==> config.mk <==
export PLATFORM = sky130hd
export DESIGN_NAME = pause_tx_seq
export DESIGN_NICKNAME = d
export VERILOG_FILES = /design/src/rtl/pause_seq_pkg.sv /design/src/rtl/pause_byte_ctr.sv /design/src/rtl/pause_field_mux.sv /design/src/rtl/pause_ctrl_fsm.sv /design/src/rtl/pause_tx_seq.sv
export SDC_FILE = /design/constraint.sdc
export NUM_CORES = 1
export LEC_CHECK = 0
export BUFFER_PORTS_ARGS = -buffer_cell sky130_fd_sc_hd__buf_2
export CORE_UTILIZATION = 45
export CTS_CLUSTER_DIAMETER = 200
export DETAILED_ROUTE_END_ITERATION = 12
export PLACE_DENSITY = 0.81
export SLEW_MARGIN = 20
export SYNTH_ARGS = -nofsm -noshare
export SYNTH_HDL_FRONTEND = slang
export SYNTH_SLANG_ARGS = --single-unit
==> constraint.sdc <==
create_clock -name clk -period 2 [get_ports clk]
set_input_delay 0.2 -clock clk [delete_from_list [all_inputs] [get_ports clk]]
set_output_delay 0.2 -clock clk [all_outputs]
set_load 0.005 [all_outputs]
==> src/rtl/pause_seq_pkg.sv <==
package pause_seq_pkg;

  localparam int ADDR_W = 48;
  localparam int WORD_W = 16;
  localparam int HDR_W  = 2*ADDR_W + 3*WORD_W;
  localparam int HDR_BYTES = HDR_W / 8;

  typedef enum logic [2:0] {
    PS_IDLE,
    PS_WAIT,
    PS_ANNOUNCE,
    PS_SEND,
    PS_DONE
  } pause_state_t;

  // Header byte at position idx, fields MSB first.
  function automatic logic [7:0] hdr_byte(
    input int unsigned        idx,
    input logic [ADDR_W-1:0]  da,
    input logic [ADDR_W-1:0]  sa,
    input logic [WORD_W-1:0]  etype,
    input logic [WORD_W-1:0]  opc,
    input logic [WORD_W-1:0]  dur
  );
    logic [HDR_W-1:0] hdr;
    hdr = {da, sa, etype, opc, dur};
    return hdr[HDR_W-1 - 8*idx -: 8];
  endfunction

endpackage

==> src/rtl/pause_byte_ctr.sv <==
module pause_byte_ctr #(
  parameter int COUNT = 18,
  parameter int IDX_W = $clog2(COUNT)
) (
  input  logic             clk,
  input  logic             rst_n,
  input  logic             clr_i,
  input  logic             adv_i,
  output logic [IDX_W-1:0] idx_o,
  output logic             last_o
);

  localparam logic [IDX_W-1:0] LAST_IDX = IDX_W'(COUNT-1);

  logic [IDX_W-1:0] idx_q;

  always_ff @(posedge clk or negedge rst_n) begin
    if (!rst_n)                      idx_q <= '0;
    else if (clr_i)                  idx_q <= '0;
    else if (adv_i && idx_q != LAST_IDX) idx_q <= idx_q + 1'b1;
  end

  assign idx_o  = idx_q;
  assign last_o = (idx_q == LAST_IDX);


  idx_in_range_chk: assert property (@(posedge clk) disable iff (!rst_n)
    idx_q <= LAST_IDX);

endmodule

==> src/rtl/pause_field_mux.sv <==
module pause_field_mux
  import pause_seq_pkg::*;
#(
  parameter logic [ADDR_W-1:0] DEST_ADDR = 48'h0180_C200_0001,
  parameter logic [WORD_W-1:0] ETYPE     = 16'h8808,
  parameter logic [WORD_W-1:0] OPCODE    = 16'h0001,
  parameter int                IDX_W     = 5
) (
  input  logic              clk,
  input  logic              rst_n,
  input  logic              load_i,
  input  logic [ADDR_W-1:0] sa_i,
  input  logic [WORD_W-1:0] dur_i,
  input  logic [IDX_W-1:0]  idx_i,
  output logic [7:0]        byte_o
);

  logic [ADDR_W-1:0] sa_q;
  logic [WORD_W-1:0] dur_q;

  always_ff @(posedge clk or negedge rst_n) begin
    if (!rst_n) begin
      sa_q  <= '0;
      dur_q <= '0;
    end else if (load_i) begin
      sa_q  <= sa_i;
      dur_q <= dur_i;
    end
  end

  always_comb begin
    byte_o = hdr_byte(int'(idx_i), DEST_ADDR, sa_q, ETYPE, OPCODE, dur_q);
  end


  fields_frozen_chk: assert property (@(posedge clk) disable iff (!rst_n)
    !load_i |=> ($stable(sa_q) && $stable(dur_q)));

endmodule

==> src/rtl/pause_ctrl_fsm.sv <==
module pause_ctrl_fsm
  import pause_seq_pkg::*;
(
  input  logic         clk,
  input  logic         rst_n,
  input  logic         pause_req_i,
  input  logic         fdx_en_i,
  input  logic         stop_done_i,
  input  logic         adv_i,
  input  logic         last_i,
  output pause_state_t state_o,
  output logic         accept_o,
  output logic         gstop_req_o,
  output logic         stop_irq_o,
  output logic         sending_o,
  output logic         req_clr_o
);

  pause_state_t state_q, state_d;

  assign accept_o = (state_q == PS_IDLE) && pause_req_i && fdx_en_i;

  always_comb begin
    state_d = state_q;
    unique case (state_q)
      PS_IDLE:     if (accept_o)               state_d = PS_WAIT;
      PS_WAIT:     if (stop_done_i)            state_d = PS_ANNOUNCE;
      PS_ANNOUNCE:                             state_d = PS_SEND;
      PS_SEND:     if (adv_i && last_i)        state_d = PS_DONE;
      PS_DONE:                                 state_d = PS_IDLE;
      default:                                 state_d = PS_IDLE;
    endcase
  end

  always_ff @(posedge clk or negedge rst_n) begin
    if (!rst_n) state_q <= PS_IDLE;
    else        state_q <= state_d;
  end

  assign state_o     = state_q;
  assign gstop_req_o = (state_q == PS_WAIT) || (state_q == PS_ANNOUNCE) ||
                       (state_q == PS_SEND);
  assign stop_irq_o  = (state_q == PS_ANNOUNCE);
  assign sending_o   = (state_q == PS_SEND);
  assign req_clr_o   = (state_q == PS_DONE);


  irq_after_stop_chk: assert property (@(posedge clk) disable iff (!rst_n)
    (state_q == PS_WAIT && stop_done_i) |=> stop_irq_o);


  irq_single_chk: assert property (@(posedge clk) disable iff (!rst_n)
    stop_irq_o |=> !stop_irq_o);


  clr_after_last_chk: assert property (@(posedge clk) disable iff (!rst_n)
    req_clr_o |-> $past(adv_i && last_i));


  no_fdx_no_start_chk: assert property (@(posedge clk) disable iff (!rst_n)
    (state_q == PS_IDLE && !fdx_en_i) |=> !gstop_req_o);


  idle_stop_ignored_chk: assert property (@(posedge clk) disable iff (!rst_n)
    (state_q == PS_IDLE) |=> !stop_irq_o);

endmodule

==> src/rtl/pause_tx_seq.sv <==
module pause_tx_seq
  import pause_seq_pkg::*;
#(
  parameter logic [47:0] DEST_ADDR = 48'h0180_C200_0001,
  parameter logic [15:0] ETYPE     = 16'h8808,
  parameter logic [15:0] OPCODE    = 16'h0001
) (
  input  logic        clk,
  input  logic        rst_n,
  input  logic        pause_req_i,
  input  logic        fdx_en_i,
  input  logic        stop_done_i,
  input  logic [15:0] pause_dur_i,
  input  logic [47:0] station_addr_i,
  input  logic        byte_rdy_i,
  output logic        gstop_req_o,
  output logic        stop_irq_o,
  output logic [7:0]  tx_byte_o,
  output logic        tx_valid_o,
  output logic        tx_sof_o,
  output logic        tx_eof_o,
  output logic        req_clr_o
);

  localparam int IDX_W = $clog2(HDR_BYTES);

  pause_state_t     state;
  logic             accept;
  logic             sending;
  logic             byte_taken;
  logic             at_last;
  logic [IDX_W-1:0] byte_idx;

  assign byte_taken = sending && byte_rdy_i;

  pause_ctrl_fsm u_fsm (
    .clk         (clk),
    .rst_n       (rst_n),
    .pause_req_i (pause_req_i),
    .fdx_en_i    (fdx_en_i),
    .stop_done_i (stop_done_i),
    .adv_i       (byte_taken),
    .last_i      (at_last),
    .state_o     (state),
    .accept_o    (accept),
    .gstop_req_o (gstop_req_o),
    .stop_irq_o  (stop_irq_o),
    .sending_o   (sending),
    .req_clr_o   (req_clr_o)
  );

  pause_byte_ctr #(
    .COUNT (HDR_BYTES),
    .IDX_W (IDX_W)
  ) u_ctr (
    .clk    (clk),
    .rst_n  (rst_n),
    .clr_i  (!sending),
    .adv_i  (byte_taken),
    .idx_o  (byte_idx),
    .last_o (at_last)
  );

  pause_field_mux #(
    .DEST_ADDR (DEST_ADDR),
    .ETYPE     (ETYPE),
    .OPCODE    (OPCODE),
    .IDX_W     (IDX_W)
  ) u_mux (
    .clk    (clk),
    .rst_n  (rst_n),
    .load_i (accept),
    .sa_i   (station_addr_i),
    .dur_i  (pause_dur_i),
    .idx_i  (byte_idx),
    .byte_o (tx_byte_o)
  );

  assign tx_valid_o = sending;
  assign tx_sof_o   = sending && (byte_idx == '0);
  assign tx_eof_o   = sending && at_last;


  hold_byte_chk: assert property (@(posedge clk) disable iff (!rst_n)
    (tx_valid_o && !byte_rdy_i) |=>
      (tx_valid_o && $stable(tx_byte_o) && $stable(tx_sof_o) && $stable(tx_eof_o)));


  sof_entry_chk: assert property (@(posedge clk) disable iff (!rst_n)
    $rose(tx_sof_o) |-> $past(stop_irq_o));


  eof_then_clr_chk: assert property (@(posedge clk) disable iff (!rst_n)
    (tx_eof_o && byte_rdy_i) |=> (req_clr_o && !gstop_req_o));


  stream_gated_chk: assert property (@(posedge clk) disable iff (!rst_n)
    tx_valid_o |-> gstop_req_o);


  flags_need_valid_chk: assert property (@(posedge clk) disable iff (!rst_n)
    !tx_valid_o |-> (!tx_sof_o && !tx_eof_o));

endmodule

# Yosys cells after proc, flatten, opt, wreduce, memory -nomap -nowiden
# Index checks and enable logic that the tools add are counted.
# word_totals
regBits	72
in_bits	70
output_inout_bits	14
wordCells	35
# classes
addsub	2
n_eq_ne	10
n_shift	1
n_mux	6
reduce_logical	12
# ops
operator	count
$shiftx 151x33->8	1
$pmux 3 s4	1
$mux 5	2
$mux 3	3
$sub 8x8->9 const A	1
$logic_and 1x1->1	7
$eq 3x2->1 const B	2
$add 5x1->5 const B	1
$eq 5x5->1 const B	1
$logic_not 5->1	1
$ne 5x5->1 const B	1
$ne 2x1->1 const B	2
$ne 2x2->1 const B	2
$eq 3x1->1 const B	1
$eq 3x3->1 const B	1
$logic_not 3->1	1
$reduce_and 3->1	1
$logic_or 1x1->1	2

# Depth between registers and ports, before layout
# depth
depth_word	5
mapped_depth	8
mapped_depth_nobuf	6

# Cells and area by module
# Synthesis repeated with hierarchy kept, for this count alone.
# hier_totals
hier_cells	292
hier_area_um2	3679.8
# by_module_without_submodules
mod	instances	cells_each	area_per_inst_um2	seq_area_each_um2
pause_field_mux	1	240	3185.6	1601.5
pause_byte_ctr	1	26	272.8	125.1
pause_ctrl_fsm	1	21	187.7	75.1
pause_tx_seq	1	5	33.8	0.0

# Worst setup path before layout
# Ideal clock, no wire load.
# synth_path
kind	reg2out
start	register u_ctr.idx_q[1], in the netlist u_ctr.idx_o[1]
end	output port tx_byte_o[0]
t_arrival_ns	1.944
t_required_ns	1.800
path_slack_ns	-0.144
stages_incl_launch_ff	8
n_path_buf	1
cell_sequence	dfrtp_1 -> buf_2 -> inv_1 -> ha_1 -> or3b_4 -> a21oi_4 -> a21oi_2 -> a311oi_1
# synth_via
elab_chain_len	2
# synth_lines
item	line_no	source
start: declaration	pause_byte_ctr.sv:15	logic [IDX_W-1:0] idx_q;
start signal: assignment	pause_byte_ctr.sv:20	else if (adv_i && idx_q != LAST_IDX) idx_q <= idx_q + 1'b1;
$sub 8x8->9	pause_seq_pkg.sv:27	return hdr[HDR_W-1 - 8*idx -: 8];
$shiftx 151x33->8	pause_seq_pkg.sv:27	
end: declaration	pause_tx_seq.sv:18	output logic [7:0] tx_byte_o,
# Every way passes these cells.

# Worst setup path in the final report
# layout_path
start	register u_ctr.idx_q[1], in the netlist u_ctr.idx_o[1]
end	output port tx_byte_o[5]
# The elaborated chain is that of the path after synthesis.

==> flow_metrics.env <==
export IMPL_status="finished, violations left"
export IMPL_violations="negative hold slack, negative setup slack"
export IMPL_cts_inserted_buffers=9
export IMPL_yosysWarningCount=0
export IMPL_clock_fmax_ghz=0.439
export IMPL_place_ws_ns=0.0111
export IMPL_worstSetupEndpointType="primary output"
export IMPL_synth_async_reset_ratio=1.00
export IMPL_clock_power_share=0.158
export IMPL_io_pin_count=84
export IMPL_pwr_share_comb=0.503
export IMPL_avgSynthCellArea_um2=12.9
export IMPL_maxSlewHeadroom=0.400
export IMPL_pwr_density_cell_nw_per_um2=1570
export IMPL_rsz0062_at_grt="yes"
export IMPL_met3_usage=0.0386
export IMPL_ys_seq_area_frac=0.491
export IMPL_via_count=2691
export IMPL_clk_latency_ns=0.35
export IMPL_initial_core_util=0.470
export IMPL_grt_max_degree=73
export IMPL_wire_per_inst_um=17.1
export IMPL_drv_cap=0
export IMPL_synth_top_area_frac=0.491
export IMPL_startpoint_type="flop"
export IMPL_coreArea_um2=7810
export IMPL_antenna_cells=0
export IMPL_die_w_um=92.3
export IMPL_drive_above_1_share=0.586
export IMPL_place_area_um2=4310
export IMPL_antenna_found_initial=0
export IMPL_p_int_mw=4.75
export IMPL_route_detailed_drc=0
export IMPL_netlist_top_cells_area="dfrtp_1 49%, mux2_2 22%, mux4_2 4.9%"
export IMPL_track_usage=0.211
export IMPL_cp_max_fo=6
export IMPL_setup_slack_ns=-0.280
export IMPL_ir_drop_v=0.000571
export IMPL_final_antenna_net_count=0
export IMPL_synth_cell_area_um2=3670
export IMPL_postSynthCellCount=284
export IMPL_grt_pass1_vias=2822
export IMPL_io_buffers=83
export IMPL_dp_hpwl_um=5940
export IMPL_hold_slack_ns=-0.0454
export IMPL_fin_crit_sh=1.14
export IMPL_post_route_util=0.597
export IMPL_syn_num_nets=359
export IMPL_die_y_um=92.3
export IMPL_timing_rr_start="u_fsm.state_o[2]"
export IMPL_synth_seq_cells=72
export IMPL_gp_congestion=0.899
export IMPL_arrival_ns=2.08
export IMPL_root_buffer="clkbuf_8"
export IMPL_nets=461
export IMPL_drtPass1Iterations=4
export IMPL_synth_top_area_cell="dfrtp_1"
export IMPL_p_total_mw=7.32
export IMPL_grtUsageMet2=0.335
export IMPL_required_ns=1.80
export IMPL_path_clk_slew_ns=0.07
export IMPL_drv_slew=0
export IMPL_swShare=0.351
export IMPL_setup_viol=8
export IMPL_timing_setup_tns_ns=-1.77
export IMPL_syn_to_final_growth_pct=27.1
export IMPL_cts_sinks=72
export IMPL_vias_per_cell=5.46
export IMPL_cts_buffer_depth=2
export IMPL_routed_wl_um=8440
export IMPL_top_usage_layer="met2"
export IMPL_cellLeakagePower_nw=2.12
export IMPL_seq_power_share=0.338
export IMPL_reg2reg_slack_ns=0.09
export IMPL_drt_initial_drc_count=131
export IMPL_cts_tree="built"
export IMPL_grt_pass1_wl_um=13600
export IMPL_rr_endpoint="u_mux.sa_q[9]"
export IMPL_n_fill_cell=630
export IMPL_synth_main_ff_cell="dfrtp_1"
export IMPL_hold_class="input port to async pin"
export IMPL_synth_edf_count=0
export IMPL_met1_usage=0.276
export IMPL_final_area_um2=4660
export IMPL_rr_worst_depth=3
export IMPL_rows=32
export IMPL_worstSetupPathType="flop to primary output"
export IMPL_ys_types=44
export IMPL_hold_violations=27
export IMPL_h_tree_depth=3
export IMPL_period_needed_ns=2.28
export IMPL_dieArea_um2=8520
export IMPL_p_sw_mw=2.57
export IMPL_finClkSkew_ns=0.00817
export IMPL_overflow=0
export IMPL_tightest_slew_ns=0.901
-- kinds of logic after synthesis --
family / count (synthesis) / synth area share
compound gates: 43 / 0.0798
flops: 72 / 0.491
buf+inv: 24 / 0.0378
xor+xnor: 7 / 0.0167
simple gates: 45 / 0.0658
mux: 88 / 0.292
fa+ha+maj: 5 / 0.0170
-- worst max-delay path, cell delays in order, from the launching register on --
cell	delay (ns)
dfrtp_1	0.41
inv_4	0.05
ha_4	0.18
or3b_4	0.41
a21oi_4	0.19
buf_6	0.14
a22oi_2	0.05
a21oi_1	0.16
buf_2	0.14
-- timing repair --
item / 4_1_cts / 5_1_grt
setup buffers: 3 / 1
hold endpoints to repair: 0 / 0
pin swaps: 8 / 8
cloned: 0 / 0
hold buffers: 0 / 0
resized for setup: 15 / 13
setup endpoints to repair: 8 / 9
-- layer usage --
| layer | vias to the layer above | wire, µm |
|---|---|---|
| li1 | 1256 | - |
| met1 | 1329 | 3640 |
| met5 | - | 0 |
| met3 | 21 | 361 |
| met2 | 85 | 4180 |
| met4 | 0 | 255 |
-- state kept, by name (all words and copies together) (netlist names) --
| name | flops |
|---|---|
| u_mux.dur_q | 16 |
| u_ctr.idx_o | 5 |
| u_fsm.state_o | 3 |
| u_mux.sa_q | 48 |
-- power groups by stage --
stage	registers, mW	logic [mW]	clock network (mW)
after global placement	2.45	3.19	0
after detailed placement	2.50	3.23	0
final	2.48	3.69	1.16
after global routing	2.56	3.96	1.26
after CTS	2.48	3.49	1.19
after floorplan	2.37	2.23	0
-- worst max-delay path by stage --
stage / start / cells after the start / slack [ns] / endpoint
after floorplan: u_ctr.idx_o[1] / 7 / 0.01 / tx_byte_o[0]
after global placement: u_ctr.idx_o[0] / 5 / 0.04 / tx_byte_o[6]
after detailed placement: u_ctr.idx_o[1] / 7 / 0.01 / tx_byte_o[0]
after CTS: u_ctr.idx_o[1] / 8 / -0.25 / tx_byte_o[7]
after global routing: u_ctr.idx_o[1] / 8 / -0.37 / tx_byte_o[2]
final: u_ctr.idx_o[1] / 8 / -0.28 / tx_byte_o[5]
-- placed cells by master (no fill, tap or decap), types with 2 or more instances in the layout --
cell type  Yosys  layout
a311oi_2       0       2
nor2_1        10       9
a31oi_1        3       3
a21oi_1       14      11
xnor2_1        4       3
buf_4          7      21
clkbuf_8       0      11
clkbuf_1       1       3
inv_1          6       4
nand2_1       11      11
a32oi_1        2       2
dfrtp_1       72      70
buf_12         0       2
o21ai_0        5       4
nand2b_1       3       2
nand3_1        4       4
ha_1           5       3
a211oi_2       0       2
nand3b_1       2       2
a22oi_2        0       3
mux4_2         8       8
o22ai_1        2       2
buf_6          2       3
xor2_1         3       2
dfrtp_2        0       2
mux2i_1        8       8
mux2_2        72      72
buf_2          6      82
nor3b_1        2       2
nand4_1        5       5
a21oi_2        1       4
-- synthesized netlist by cell type, types with 2 or more instances --
| cell type | n |
|---|---|
| mux2i_1 | 8 |
| a311oi_1 | 2 |
| buf_2 | 6 |
| inv_1 | 6 |
| nand2b_1 | 3 |
| dfrtp_1 | 72 |
| nand2_1 | 11 |
| nor3b_1 | 2 |
| buf_6 | 2 |
| a32oi_1 | 2 |
| nand3b_1 | 2 |
| nand4_1 | 5 |
| buf_4 | 7 |
| a21oi_1 | 14 |
| mux4_2 | 8 |
| nand3_1 | 4 |
| o22ai_1 | 2 |
| a31oi_1 | 3 |
| a211oi_1 | 3 |
| mux2_2 | 72 |
| o21ai_0 | 5 |
| ha_1 | 5 |
| buf_1 | 2 |
| xnor2_1 | 4 |
| a22oi_1 | 4 |
| xor2_1 | 3 |
| nor2_1 | 10 |
-- per-stage QoR --
step / instances / hold slack (ns)
after floorplan: 284 / -0.0956
after global placement: 473 / 0.372
after detailed placement: 473 / 0.381
after CTS: 492 / 0.00419
after global routing: 493 / 0.0502
final: 493 / -0.0454
-- cell type report --
class / instances / area (µm²) / area share
clock buffers: 14 / 163 / 0.0349
multi-input cells: 188 / 1850 / 0.397
repair buffers: 109 / 657 / 0.141
clock inverters: 2 / 37.5 / 0.00805
inverters: 6 / 25.0 / 0.00537
well taps: 102 / 128 / 0.0274
flip-flops and latches: 72 / 1800 / 0.387
No activity file was read; power rests on OpenSTA's default activity.
